==> src/rtl/fpe_pkg.sv <==
package fpe_pkg;
  localparam int REG_W = 8;
  localparam int ADDR_W = 3;

  localparam logic [ADDR_W-1:0] REG_STATUS = 3'd0;
  localparam logic [ADDR_W-1:0] REG_PAGE   = 3'd1;
  localparam logic [ADDR_W-1:0] REG_OFFSET = 3'd2;
  localparam logic [ADDR_W-1:0] REG_DATA   = 3'd3;
  localparam logic [ADDR_W-1:0] REG_CMD    = 3'd4;

  localparam logic [REG_W-1:0] ERASE_KEY = 8'h5A;

  // sticky flag indices (status bit = index + 1)
  localparam int FLG_CMDBAD = 0;
  localparam int FLG_REJECT = 1;
  localparam int FLG_WRERR  = 2;
  localparam int FLG_PROT   = 3;
  localparam int FLG_N      = 4;

  typedef struct packed {
    logic progStb;
    logic eraseStb;
  } dpStrobe_t;
endpackage

==> src/rtl/fpe_timer.sv <==
module fpe_timer #(
  parameter int ERASE_TICKS = 9400
) (
  input  logic clk,
  input  logic rstN,
  input  logic start,
  input  logic tickEn,
  output logic busy,
  output logic done
);
  localparam int TCW = (ERASE_TICKS > 1) ? $clog2(ERASE_TICKS) : 1;
  localparam logic [TCW-1:0] LAST = TCW'(ERASE_TICKS - 1);

  logic [TCW-1:0] tickCnt;

  assign done = busy && tickEn && (tickCnt == LAST);

  always_ff @(posedge clk or negedge rstN) begin
    if (!rstN) begin
      busy    <= 1'b0;
      tickCnt <= '0;
    end else if (start) begin
      busy    <= 1'b1;
      tickCnt <= '0;
    end else if (done) begin
      busy    <= 1'b0;
      tickCnt <= '0;
    end else if (busy && tickEn) begin
      tickCnt <= tickCnt + 1'b1;
    end
  end
endmodule

==> src/rtl/fpe_ctrl.sv <==
module fpe_ctrl
  import fpe_pkg::*;
#(
  parameter int PAGE_W = 2,
  parameter int OFF_W  = 4
) (
  input  logic                 clk,
  input  logic                 rstN,
  input  logic                 regWrEn,
  input  logic [ADDR_W-1:0]    regAddr,
  input  logic [REG_W-1:0]     regWrData,
  input  logic [PAGE_W-1:0]    codePage,
  input  logic                 progBad,
  input  logic                 timerBusy,
  input  logic                 timerDone,
  output logic                 startErase,
  output dpStrobe_t            strobe,
  output logic [PAGE_W-1:0]    pageReg,
  output logic [OFF_W-1:0]     offReg,
  output logic [PAGE_W-1:0]    erasePage,
  output logic [FLG_N-1:0]     flags
);
  logic wrStatus, wrPage, wrOff, wrData, wrCmd;
  logic keyOk, onCodePage;
  logic setCmdBad, setReject, setWrErr, setProt;

  assign wrStatus = regWrEn && (regAddr == REG_STATUS);
  assign wrPage   = regWrEn && (regAddr == REG_PAGE);
  assign wrOff    = regWrEn && (regAddr == REG_OFFSET);
  assign wrData   = regWrEn && (regAddr == REG_DATA);
  assign wrCmd    = regWrEn && (regAddr == REG_CMD);

  assign keyOk      = (regWrData == ERASE_KEY);
  assign onCodePage = (pageReg == codePage);

  assign startErase = wrCmd && !timerBusy && keyOk && !onCodePage;

  assign strobe.progStb  = wrData && !timerBusy && !onCodePage && !progBad;
  assign strobe.eraseStb = timerDone;

  assign setCmdBad = wrCmd && !timerBusy && !keyOk;
  assign setReject = (wrCmd || wrData) && timerBusy;
  assign setWrErr  = wrData && !timerBusy && !onCodePage && progBad;
  assign setProt   = !timerBusy && onCodePage && (wrData || (wrCmd && keyOk));

  always_ff @(posedge clk or negedge rstN) begin
    if (!rstN) begin
      pageReg   <= '0;
      offReg    <= '0;
      erasePage <= '0;
    end else begin
      if (wrPage)     pageReg   <= regWrData[PAGE_W-1:0];
      if (wrOff)      offReg    <= regWrData[OFF_W-1:0];
      if (startErase) erasePage <= pageReg;
    end
  end

  always_ff @(posedge clk or negedge rstN) begin
    if (!rstN) begin
      flags <= '0;
    end else if (wrStatus) begin
      flags <= '0;
    end else begin
      if (setCmdBad) flags[FLG_CMDBAD] <= 1'b1;
      if (setReject) flags[FLG_REJECT] <= 1'b1;
      if (setWrErr)  flags[FLG_WRERR]  <= 1'b1;
      if (setProt)   flags[FLG_PROT]   <= 1'b1;
    end
  end
endmodule

==> src/rtl/fpe_datapath.sv <==
module fpe_datapath
  import fpe_pkg::*;
#(
  parameter int PAGE_W     = 2,
  parameter int OFF_W      = 4,
  parameter int MAX_WRITES = 2
) (
  input  logic              clk,
  input  logic              rstN,
  input  dpStrobe_t         strobe,
  input  logic [PAGE_W-1:0] pageSel,
  input  logic [OFF_W-1:0]  offSel,
  input  logic [PAGE_W-1:0] erasePage,
  input  logic [REG_W-1:0]  wrByte,
  output logic [REG_W-1:0]  rdByte,
  output logic              progBad
);
  localparam int NUM_PAGES  = 1 << PAGE_W;
  localparam int PAGE_BYTES = 1 << OFF_W;
  localparam int CNT_W      = $clog2(MAX_WRITES + 1);
  localparam logic [CNT_W-1:0] CNT_MAX = CNT_W'(MAX_WRITES);

  logic [REG_W-1:0] pageRd  [NUM_PAGES];
  logic [CNT_W-1:0] pageCnt [NUM_PAGES];
  logic [CNT_W-1:0] curCnt;

  genvar p;
  generate
    for (p = 0; p < NUM_PAGES; p++) begin : g_page
      logic [REG_W-1:0] cells [PAGE_BYTES];
      logic [CNT_W-1:0] wrCnt [PAGE_BYTES];
      logic eraseHit, progHit;

      assign eraseHit = strobe.eraseStb && (erasePage == PAGE_W'(p));
      assign progHit  = strobe.progStb && (pageSel == PAGE_W'(p));

      always_ff @(posedge clk or negedge rstN) begin
        if (!rstN) begin
          for (int b = 0; b < PAGE_BYTES; b++) begin
            cells[b] <= '1;
            wrCnt[b] <= '0;
          end
        end else if (eraseHit) begin
          for (int b = 0; b < PAGE_BYTES; b++) begin
            cells[b] <= '1;
            wrCnt[b] <= '0;
          end
        end else if (progHit) begin
          cells[offSel] <= wrByte;
          wrCnt[offSel] <= wrCnt[offSel] + 1'b1;
        end
      end

      assign pageRd[p]  = cells[offSel];
      assign pageCnt[p] = wrCnt[offSel];
    end
  endgenerate

  assign rdByte  = pageRd[pageSel];
  assign curCnt  = pageCnt[pageSel];
  assign progBad = (curCnt >= CNT_MAX) || ((wrByte & ~rdByte) != '0);
endmodule

==> src/rtl/flash_erase_ctrl.sv <==
module flash_erase_ctrl
  import fpe_pkg::*;
#(
  parameter int PAGE_W      = 2,
  parameter int OFF_W       = 4,
  parameter int MAX_WRITES  = 2,
  parameter int ERASE_TICKS = 9400
) (
  input  logic              clk,
  input  logic              rstN,
  input  logic              tickEn,
  input  logic [PAGE_W-1:0] codePage,
  input  logic              regWrEn,
  input  logic [2:0]        regAddr,
  input  logic [7:0]        regWrData,
  output logic [7:0]        regRdData,
  output logic              busy
);
  dpStrobe_t         strobe;
  logic [PAGE_W-1:0] pageReg, erasePage;
  logic [OFF_W-1:0]  offReg;
  logic [FLG_N-1:0]  flags;
  logic              progBad, startErase, timerDone;
  logic [REG_W-1:0]  rdByte;

  fpe_ctrl #(.PAGE_W(PAGE_W), .OFF_W(OFF_W)) u_ctrl (
    .clk(clk), .rstN(rstN), .regWrEn(regWrEn), .regAddr(regAddr),
    .regWrData(regWrData), .codePage(codePage), .progBad(progBad),
    .timerBusy(busy), .timerDone(timerDone), .startErase(startErase),
    .strobe(strobe), .pageReg(pageReg), .offReg(offReg),
    .erasePage(erasePage), .flags(flags)
  );

  fpe_timer #(.ERASE_TICKS(ERASE_TICKS)) u_timer (
    .clk(clk), .rstN(rstN), .start(startErase), .tickEn(tickEn),
    .busy(busy), .done(timerDone)
  );

  fpe_datapath #(.PAGE_W(PAGE_W), .OFF_W(OFF_W), .MAX_WRITES(MAX_WRITES)) u_dp (
    .clk(clk), .rstN(rstN), .strobe(strobe), .pageSel(pageReg),
    .offSel(offReg), .erasePage(erasePage), .wrByte(regWrData),
    .rdByte(rdByte), .progBad(progBad)
  );

  always_comb begin
    case (regAddr)
      REG_STATUS: regRdData = {{(REG_W-FLG_N-1){1'b0}}, flags, busy};
      REG_PAGE:   regRdData = REG_W'(pageReg);
      REG_OFFSET: regRdData = REG_W'(offReg);
      REG_DATA:   regRdData = (pageReg == codePage) ? '0 : rdByte;
      default:    regRdData = '0;
    endcase
  end
endmodule

==> config.mk <==
export PLATFORM = sky130hd
export DESIGN_NAME = flash_erase_ctrl
export DESIGN_NICKNAME = d
export VERILOG_FILES = /design/src/rtl/fpe_pkg.sv /design/src/rtl/fpe_timer.sv /design/src/rtl/fpe_ctrl.sv /design/src/rtl/fpe_datapath.sv /design/src/rtl/flash_erase_ctrl.sv
export SDC_FILE = /design/constraint.sdc
export NUM_CORES = 1
export LEC_CHECK = 0
export ABC_AREA = 1
export CORE_MARGIN = 5
export CORE_UTILIZATION = 45
export CTS_CLUSTER_SIZE = 25
export DETAILED_ROUTE_END_ITERATION = 10
export PLACE_DENSITY = 0.65
export SLEW_MARGIN = 20
export SYNTH_ARGS = -nofsm -noshare
export SYNTH_HDL_FRONTEND = slang
export SYNTH_HIERARCHICAL = 1
export SYNTH_SLANG_ARGS = --single-unit
==> constraint.sdc <==
create_clock -name clk -period 2.9 [get_ports clk]
set_input_delay 0.58 -clock clk [delete_from_list [all_inputs] [get_ports clk]]
set_output_delay 0.58 -clock clk [all_outputs]
set_load 0.02 [all_outputs]
==> results of run 1 <==
[cells by family (layout without fill, tap and decap cells)]
group	Yosys count	in the layout
compound gates	914	914
simple gates	1802	1803
fa+ha+maj	1	1
mux	2	2
flops	667	667
xor+xnor	10	10
buf+inv	635	1226
[area by class of cell]
cell class	count	area share
Clock buffer	113	0.05087
Clock inverter	18	0.004061
Inverter	464	0.04041
Multi-Input combinational cell	2730	0.3272
Sequential cell	667	0.3935
Tap cell	950	0.02698
Timing Repair Buffer	631	0.1570
[synth_stat cells (all sizes together)]
cell    count
a21oi     390
a22oi     181
buf       102
clkbuf     69
clkinv      1
dfrtp     155
dfstp     512
ha          1
inv       463
mux2        2
nand2    1068
nand3      55
nand3b      1
nand4      20
nor2      648
nor3       10
o21ai     213
o21bai      3
o22ai     127
xnor2       6
xor2        4
[where the power goes]
part | internal, uW | switching (uW)
sequential | 9420 | 60.5
clock | 5580 | 3860
combinational | 2320 | 4170
[cell usage in the layout, fill, tap and decap left out, types with 21 or more instances in the layout]
| master | count |
|---|---|
| o21ai_1 | 103 |
| o21ai_2 | 26 |
| a21oi_2 | 21 |
| inv_1 | 401 |
| dfrtp_1 | 153 |
| nor2_2 | 74 |
| o22ai_1 | 111 |
| a21oi_1 | 367 |
| nor2_4 | 82 |
| buf_12 | 115 |
| nand3_1 | 47 |
| o21ai_0 | 79 |
| nand2_1 | 911 |
| nand2_4 | 42 |
| a22oi_1 | 161 |
| inv_2 | 55 |
| buf_4 | 403 |
| nand2_2 | 103 |
| nor2_1 | 492 |
| buf_6 | 60 |
| dfstp_2 | 512 |
| clkbuf_16 | 91 |
[flip-flops by register name, summed over array words and instances, names as in the netlist]
| name | flops |
|---|---|
| u_ctrl/flags | 4 |
| u_ctrl/pageReg | 2 |
| u_ctrl/erasePage | 2 |
| u_dp/g_page.wrCnt | 128 |
| u_timer/tickCnt | 14 |
| u_timer/busy | 1 |
| u_ctrl/offReg | 4 |
| u_dp/g_page.cells | 512 |
[path summary, 6_finish.rpt]
path | to | slack [ns] | depth (start not counted)
worst max-delay path | regRdData[1] | -0.91 | 18
worst min-delay path | u_dp/g_page[1].cells[91] | 0.48 | 2
worst max register to register | u_dp/g_page[3].cells[73] | -0.85 | 23
worst min register to register | u_dp/g_page[1].cells[91] | 0.48 | 2
max in group asynchronous | u_dp/g_page[1].cells[113] | 1.43 | 4
min in group asynchronous | u_dp/g_page[3].wrCnt[8] | 0.50 | 2
[stage by stage]
| stage | setup TNS, ns | std cells | worst slack [ns] |
|---|---|---|---|
| 2_1_floorplan | 0 | 4031 | 0.02126 |
| 3_3_place_gp | -390.66 | 5331 | -0.7093 |
| 3_5_place_dp | -431.05 | 5331 | -0.8094 |
| 4_1_cts | -364.67 | 5514 | -0.7354 |
| 5_1_grt | -552.63 | 5573 | -0.9763 |
| 6_report | -461.94 | 5573 | -0.9055 |
[critical path: cells and delay by family (launching register included)]
kind	cells	cell delay (ns)
buffers and inverters	6	0.78
AOI/OAI and AO/OA	2	0.43
DFF	1	0.50
and+or+nand+nor	10	0.88
[layer usage]
metal  vias up  GRT usage
li1      14090          -
met1     15290     0.3885
met2      1586     0.4510
met3       331    0.05142
met4         0     0.1262
met5         -          0
[timing repair]
| action | in CTS | in global routing |
|---|---|---|
| setup endpoints to repair | 649 | 649 |
| setup buffers | 47 | 47 |
| resized for setup | 225 | 358 |
| hold endpoints to repair | 13 | 0 |
| pin swaps | 50 | 104 |
| gates cloned | 5 | 18 |
| hold buffers | 1 | 0 |
==> qor.txt, run 1 <==
Placement Cell Area: 38430 um^2
Initial Util: 0.4546
worst slew pin tran: 1.221 ns
largest net degree at the start of global routing: 70
Final #Nets: 4584
H-tree depth reported by CTS: 3
vias per inst: 5.616
# diodes: 0
Synth Area in Simple Gates: 0.2241
Synth area leaders: dfstp_2, nand2_1, dfrtp_1, nor2_1, a21oi_1
first-pass GRT wire length: 175600 um
Period minus WS final: 3.806 ns
Max Fclk: 0.2628 GHz
routed wire length: 119000 um
Final setup viols: 649
Crit Path Category: reg -> out
drt first pass iters: 8
Slew Viols, Final: 0
Reg area: 17340 um^2
Post-Synth XOR/XNOR Area: 0.003606
Post-Layout Inst Area: 44050 um^2
met3 WL: 10650 um
Die Y: 279.2 um
ANT nets after route: 0
worst path cell trace: buf_12 > inv_12 > nor2_4 > buf_12 > nand2_1 > o21ai_0 > o21ai_0 > nand2_2 > nor2_1 > nor2_2 > nor2_2 > nand2_1 > buf_4 > inv_1 > nor2_1 > nand2_1 > nand3_1 > buf_4
wire length on met2: 54610 um
gr usage total: 0.2858
Slowest-stage cell, CP: dfrtp_4
die area: 77960 um^2
P_leak: 0.02100 uW
Syn. warnings: 6
Peak VDD IR: 0.5917 mV
CTS tree: done
clock buffer count from CTS: 72
Synth Area in Adders: 0.0003837
Final Skew: 0.03208 ns
crit path DAT: 3.23 ns
post-synthesis compound-gate area fraction: 0.1598
met1 WL: 48060 um
max-cap violations: 0
share of cells above drive strength 1: 0.3744
post-synth net total: 4049
Required @ worst endpoint: 2.32 ns
DR DRC count: 0
Fin Hold WS: 0.4839 ns
post-synthesis cell area: 32610 um^2
vias post-DR: 31300
crit start category: register
worst flop-to-flop path startpoint: u_ctrl/offReg[1]
mux contribution to synthesized area: 0.0006906
Core Rows: 98
mean area per synthesized cell: 8.090 um^2
clock sinks: 667
critical path's largest stage delay: 0.50 ns
failing checks: setup timing
initial antenna violation count: 0
Root Buffer: clkbuf_16
Routability Congestion: 0.9408
Synth Instances: 4031
CP endpoint kind: output pin
main combinational cell family by area after synthesis: simple AND/OR/NAND/NOR gates
status: finished with violations
Post-DP HPWL: 75360 um
Bufs on Longest Clock Path: 3
final total power: 25410 uW
Yosys cell types: 38
# fillers: 5914
Die W: 279.2 um
Final period util: 1.312
Avg WL per Cell: 21.36 um
Ports: 26
Final Hold Vio Count: 0
Hold Crit Class: reg -> reg
clock latency on the worst-skew pair: 0.63 ns
Top Layer Used: met4
Seq/Total Area, Yosys: 0.5314
Critical Path Fanout Max: 13
final setup margin: -0.9055 ns
Finished Core Util: 0.6142
GRT overflow: 0
Worst Setup SP: u_ctrl/offReg[0]
Core Footprint: 71730 um^2
Synth-to-Final Area Change: 35.09%
Worst Hold Launch: u_dp/g_page[1].cells[91]
initial detailed-routing violation count: 3198
PwrDens: 576.7 nW/um^2
Max-slew headroom: 0.1851
RSZ-0062 raised after global routing: yes
number of synthesized register bits: 667
Yosys top cell by area: dfstp_2
area of the multi-input gates: 14410 um^2
Yosys top cell area share: 0.4125
vias in the first global route: 30250
Reg clk slew, reported paths: 0.06 ns
Top cell by count, worst path: nand2_1
Port Buffers: 25
Note: power is estimated with default switching activity, not from simulation.
==> inputs of run 2 (changes only) <==
--- a/config.mk
+++ b/config.mk
@@ -11,6 +11,7 @@
 export CTS_CLUSTER_SIZE = 25
 export DETAILED_ROUTE_END_ITERATION = 10
 export PLACE_DENSITY = 0.65
+export SETUP_SLACK_MARGIN = 0.02
 export SLEW_MARGIN = 20
 export SYNTH_ARGS = -nofsm -noshare
 export SYNTH_HDL_FRONTEND = slang
==> qor.txt, run 2 (same netlist as run 1, synthesis figures left out) <==
Post-DP HPWL: 74690 um (was 75360 um)
Critical path destination: u_dp/g_page[0].cells[27] (was regRdData[1])
most frequent cells in the layout: nand2_1, dfstp_2, nor2_1 (unchanged)
Max-slew headroom: 0.1707 (was 0.1851)
routed wire length: 117700 um (was 119000 um)
# fillers: 6028 (was 5914)
Fin Hold WS: 0.4811 ns (was 0.4839 ns)
Peak VDD IR: 0.5595 mV (was 0.5917 mV)
Routability Congestion: 0.9776 (was 0.9408)
vias in the first global route: 29810 (was 30250)
Max Fclk: 0.2718 GHz (was 0.2628 GHz)
Final setup viols: 648 (was 649)
# diodes: 0 (unchanged)
crit start category: register (unchanged)
PwrDens: 580.5 nW/um^2 (was 576.7 nW/um^2)
DR DRC count: 0 (unchanged)
Critical Path Fanout Max: 8 (was 13)
Port Buffers: 25 (unchanged)
final setup margin: -0.7790 ns (was -0.9055 ns)
largest registers: u_dp/g_page.cells x512, u_dp/g_page.wrCnt x128, u_timer/tickCnt x14 (unchanged)
GRT overflow: 0 (unchanged)
worst slew pin tran: 1.244 ns (was 1.221 ns)
setup slack at placement: -0.7754 ns (was -0.8094 ns)
Hold Crit Class: reg -> reg (unchanged)
slack of the worst reg-to-reg path: -0.78 ns (was -0.85 ns)
Die Y: 279.2 um (unchanged)
reg2reg end: u_dp/g_page[0].cells[27] (was u_dp/g_page[3].cells[73])
Avg WL per Cell: 21.38 um (was 21.36 um)
Synth-to-Final Area Change: 33.70% (was 35.09%)
Initial Util: 0.4546 (unchanged)
Required @ worst endpoint: 3.44 ns (was 2.32 ns)
status: finished with violations (unchanged)
Final #Nets: 4515 (was 4584)
vias per inst: 5.605 (was 5.616)
Slew Viols, Final: 0 (unchanged)
Die W: 279.2 um (unchanged)
max-cap violations: 0 (unchanged)
Post-Layout Inst Area: 43600 um^2 (was 44050 um^2)
failing checks: setup timing (unchanged)
vias post-DR: 30850 (was 31300)
commonest non-fill, non-tap cell in the layout: nand2_1 (unchanged)
P_leak: 0.02069 uW (was 0.02100 uW)
initial detailed-routing violation count: 3081 (was 3198)
Crit Path Category: reg -> reg (was reg -> out)
Final Hold Vio Count: 0 (unchanged)
gr usage total: 0.2859 (was 0.2858)
Period minus WS final: 3.679 ns (was 3.806 ns)
first-pass GRT wire length: 175200 um (was 175600 um)
largest net degree at the start of global routing: 92 (was 70)
Final Skew: 0.02169 ns (was 0.03208 ns)
initial antenna violation count: 0 (unchanged)
Largest Register: u_dp/g_page.cells (unchanged)
ANT nets after route: 0 (unchanged)
R2R depth: 26 (was 23)
clock sinks: 667 (unchanged)
worst flop-to-flop path startpoint: u_ctrl/offReg[0] (was u_ctrl/offReg[1])
clock buffer count from CTS: 75 (was 72)
Core Rows: 98 (unchanged)
Core Footprint: 71730 um^2 (unchanged)
Final period util: 1.269 (was 1.312)
Placement Cell Area: 37970 um^2 (was 38430 um^2)
crit path DAT: 4.22 ns (was 3.23 ns)
Worst Setup SP: u_ctrl/offReg[0] (unchanged)
CTS tree: done (unchanged)
CP endpoint kind: register (was output pin)
H-tree depth reported by CTS: 3 (unchanged)
Reg clk slew, reported paths: 0.06 ns (about the same)
drt first pass iters: 6 (was 8)
Largest register FFs: 512 (unchanged)
die area: 77960 um^2 (unchanged)
setup TNS: -405.97 ns (was -461.94 ns)
share of cells above drive strength 1: 0.3677 (was 0.3744)
final total power: 25310 uW (was 25410 uW)
Ports: 26 (unchanged)
Root Buffer: clkbuf_16 (unchanged)
clock latency on the worst-skew pair: 0.62 ns (was 0.63 ns)
RSZ-0062 raised after global routing: yes (unchanged)
Bufs on Longest Clock Path: 3 (unchanged)
-- run 2: cell types whose count changed in the layout (fill, tap and decap cells not counted), moves of 5 or more --
cell	previous run	this run
a21oi_1	367	330
nand2_1	911	926
buf_2	6	0
o21ai_2	26	11
clkinv_2	11	5
o21ai_1	103	123
clkbuf_1	17	22
nand2_2	103	89
a22oi_1	161	153
a21oi_2	21	54
a22oi_2	20	28
buf_4	403	343
-- run 2: layout make-up --
class | count | area (um^2) | share of cell area
clock buffer | 121 | 2312 | 0.05303
multi-input combinational | 2733 | 14510 | 0.3329
inverter | 464 | 1803 | 0.04135
sequential | 667 | 17340 | 0.3976
timing repair buffer | 556 | 6261 | 0.1436
tap | 950 | 1189 | 0.02726
clock inverter | 14 | 187.7 | 0.004304
-- run 2: what timing repair did --
item | CTS | global route
resized for setup | 259 | 327
buffers inserted | 31 | 38
gates cloned | 11 | 12
hold endpoints to repair | 9 | 0
hold buffers | 1 | 0
endpoints found under the setup margin | 648 | 649
pin swaps | 70 | 82
-- run 2: power by group --
part | internal, uW | total (uW) | switching [uW]
logic | 2060 | 6120 | 4060
clock network | 5800 | 9710 | 3910
registers | 9420 | 9480 | 53.7
total | 17300 | 25300 | 8030
-- run 2: worst max-delay path: stages, from the launching register on --
cell and delay, ns:
dfrtp_4 0.49, buf_12 0.16, nor2_4 0.17, buf_12 0.15, buf_12 0.12, buf_6 0.12, a21oi_1 0.07, nand2_1 0.09
nand2_1 0.08, nand2_2 0.11, nor2_4 0.05, nor2_1 0.09, buf_4 0.15, nor2_4 0.05, nand3_2 0.06, nand3_2 0.07
nor2_1 0.09, nand2_1 0.08, nor3_2 0.13, inv_2 0.15, nor2_4 0.24, clkinvlp_4 0.19, buf_4 0.17, nor3_4 0.14
buf_12 0.16, buf_4 0.12, a22oi_1 0.06
-- run 2: how the worst min path moves through the flow --
stage                             start                  endpoint  slack [ns]  depth (start not counted)
2_1_floorplan                      rstN       u_ctrl/erasePage[0]        0.28                          0
3_3_place_gp   u_dp/g_page[1].cells[98]  u_dp/g_page[1].cells[98]        0.47                          2
3_5_place_dp   u_dp/g_page[1].cells[98]  u_dp/g_page[1].cells[98]        0.47                          2
4_1_cts        u_dp/g_page[1].cells[98]  u_dp/g_page[1].cells[98]        0.48                          2
5_1_grt        u_dp/g_page[2].cells[47]  u_dp/g_page[2].cells[47]        0.50                          2
6_report       u_dp/g_page[3].cells[92]  u_dp/g_page[3].cells[92]        0.48                          2
-- run 2: through the flow --
step                      utilization  cells
after floorplan                     -   4031
after global placement         0.5293   5279
after detailed placement       0.5293   5279
after CTS                      0.5818   5455
after global routing           0.6079   5505
final                          0.6079   5505
-- run 2: per-layer routing --
layer	part of all wire	vias up	track usage
met1	0.42	15070	0.4021
met2	0.45	1517	0.4429
met5	0	-	0
met4	0.043	0	0.1139
met3	0.092	309	0.05025
li1	-	13960	-
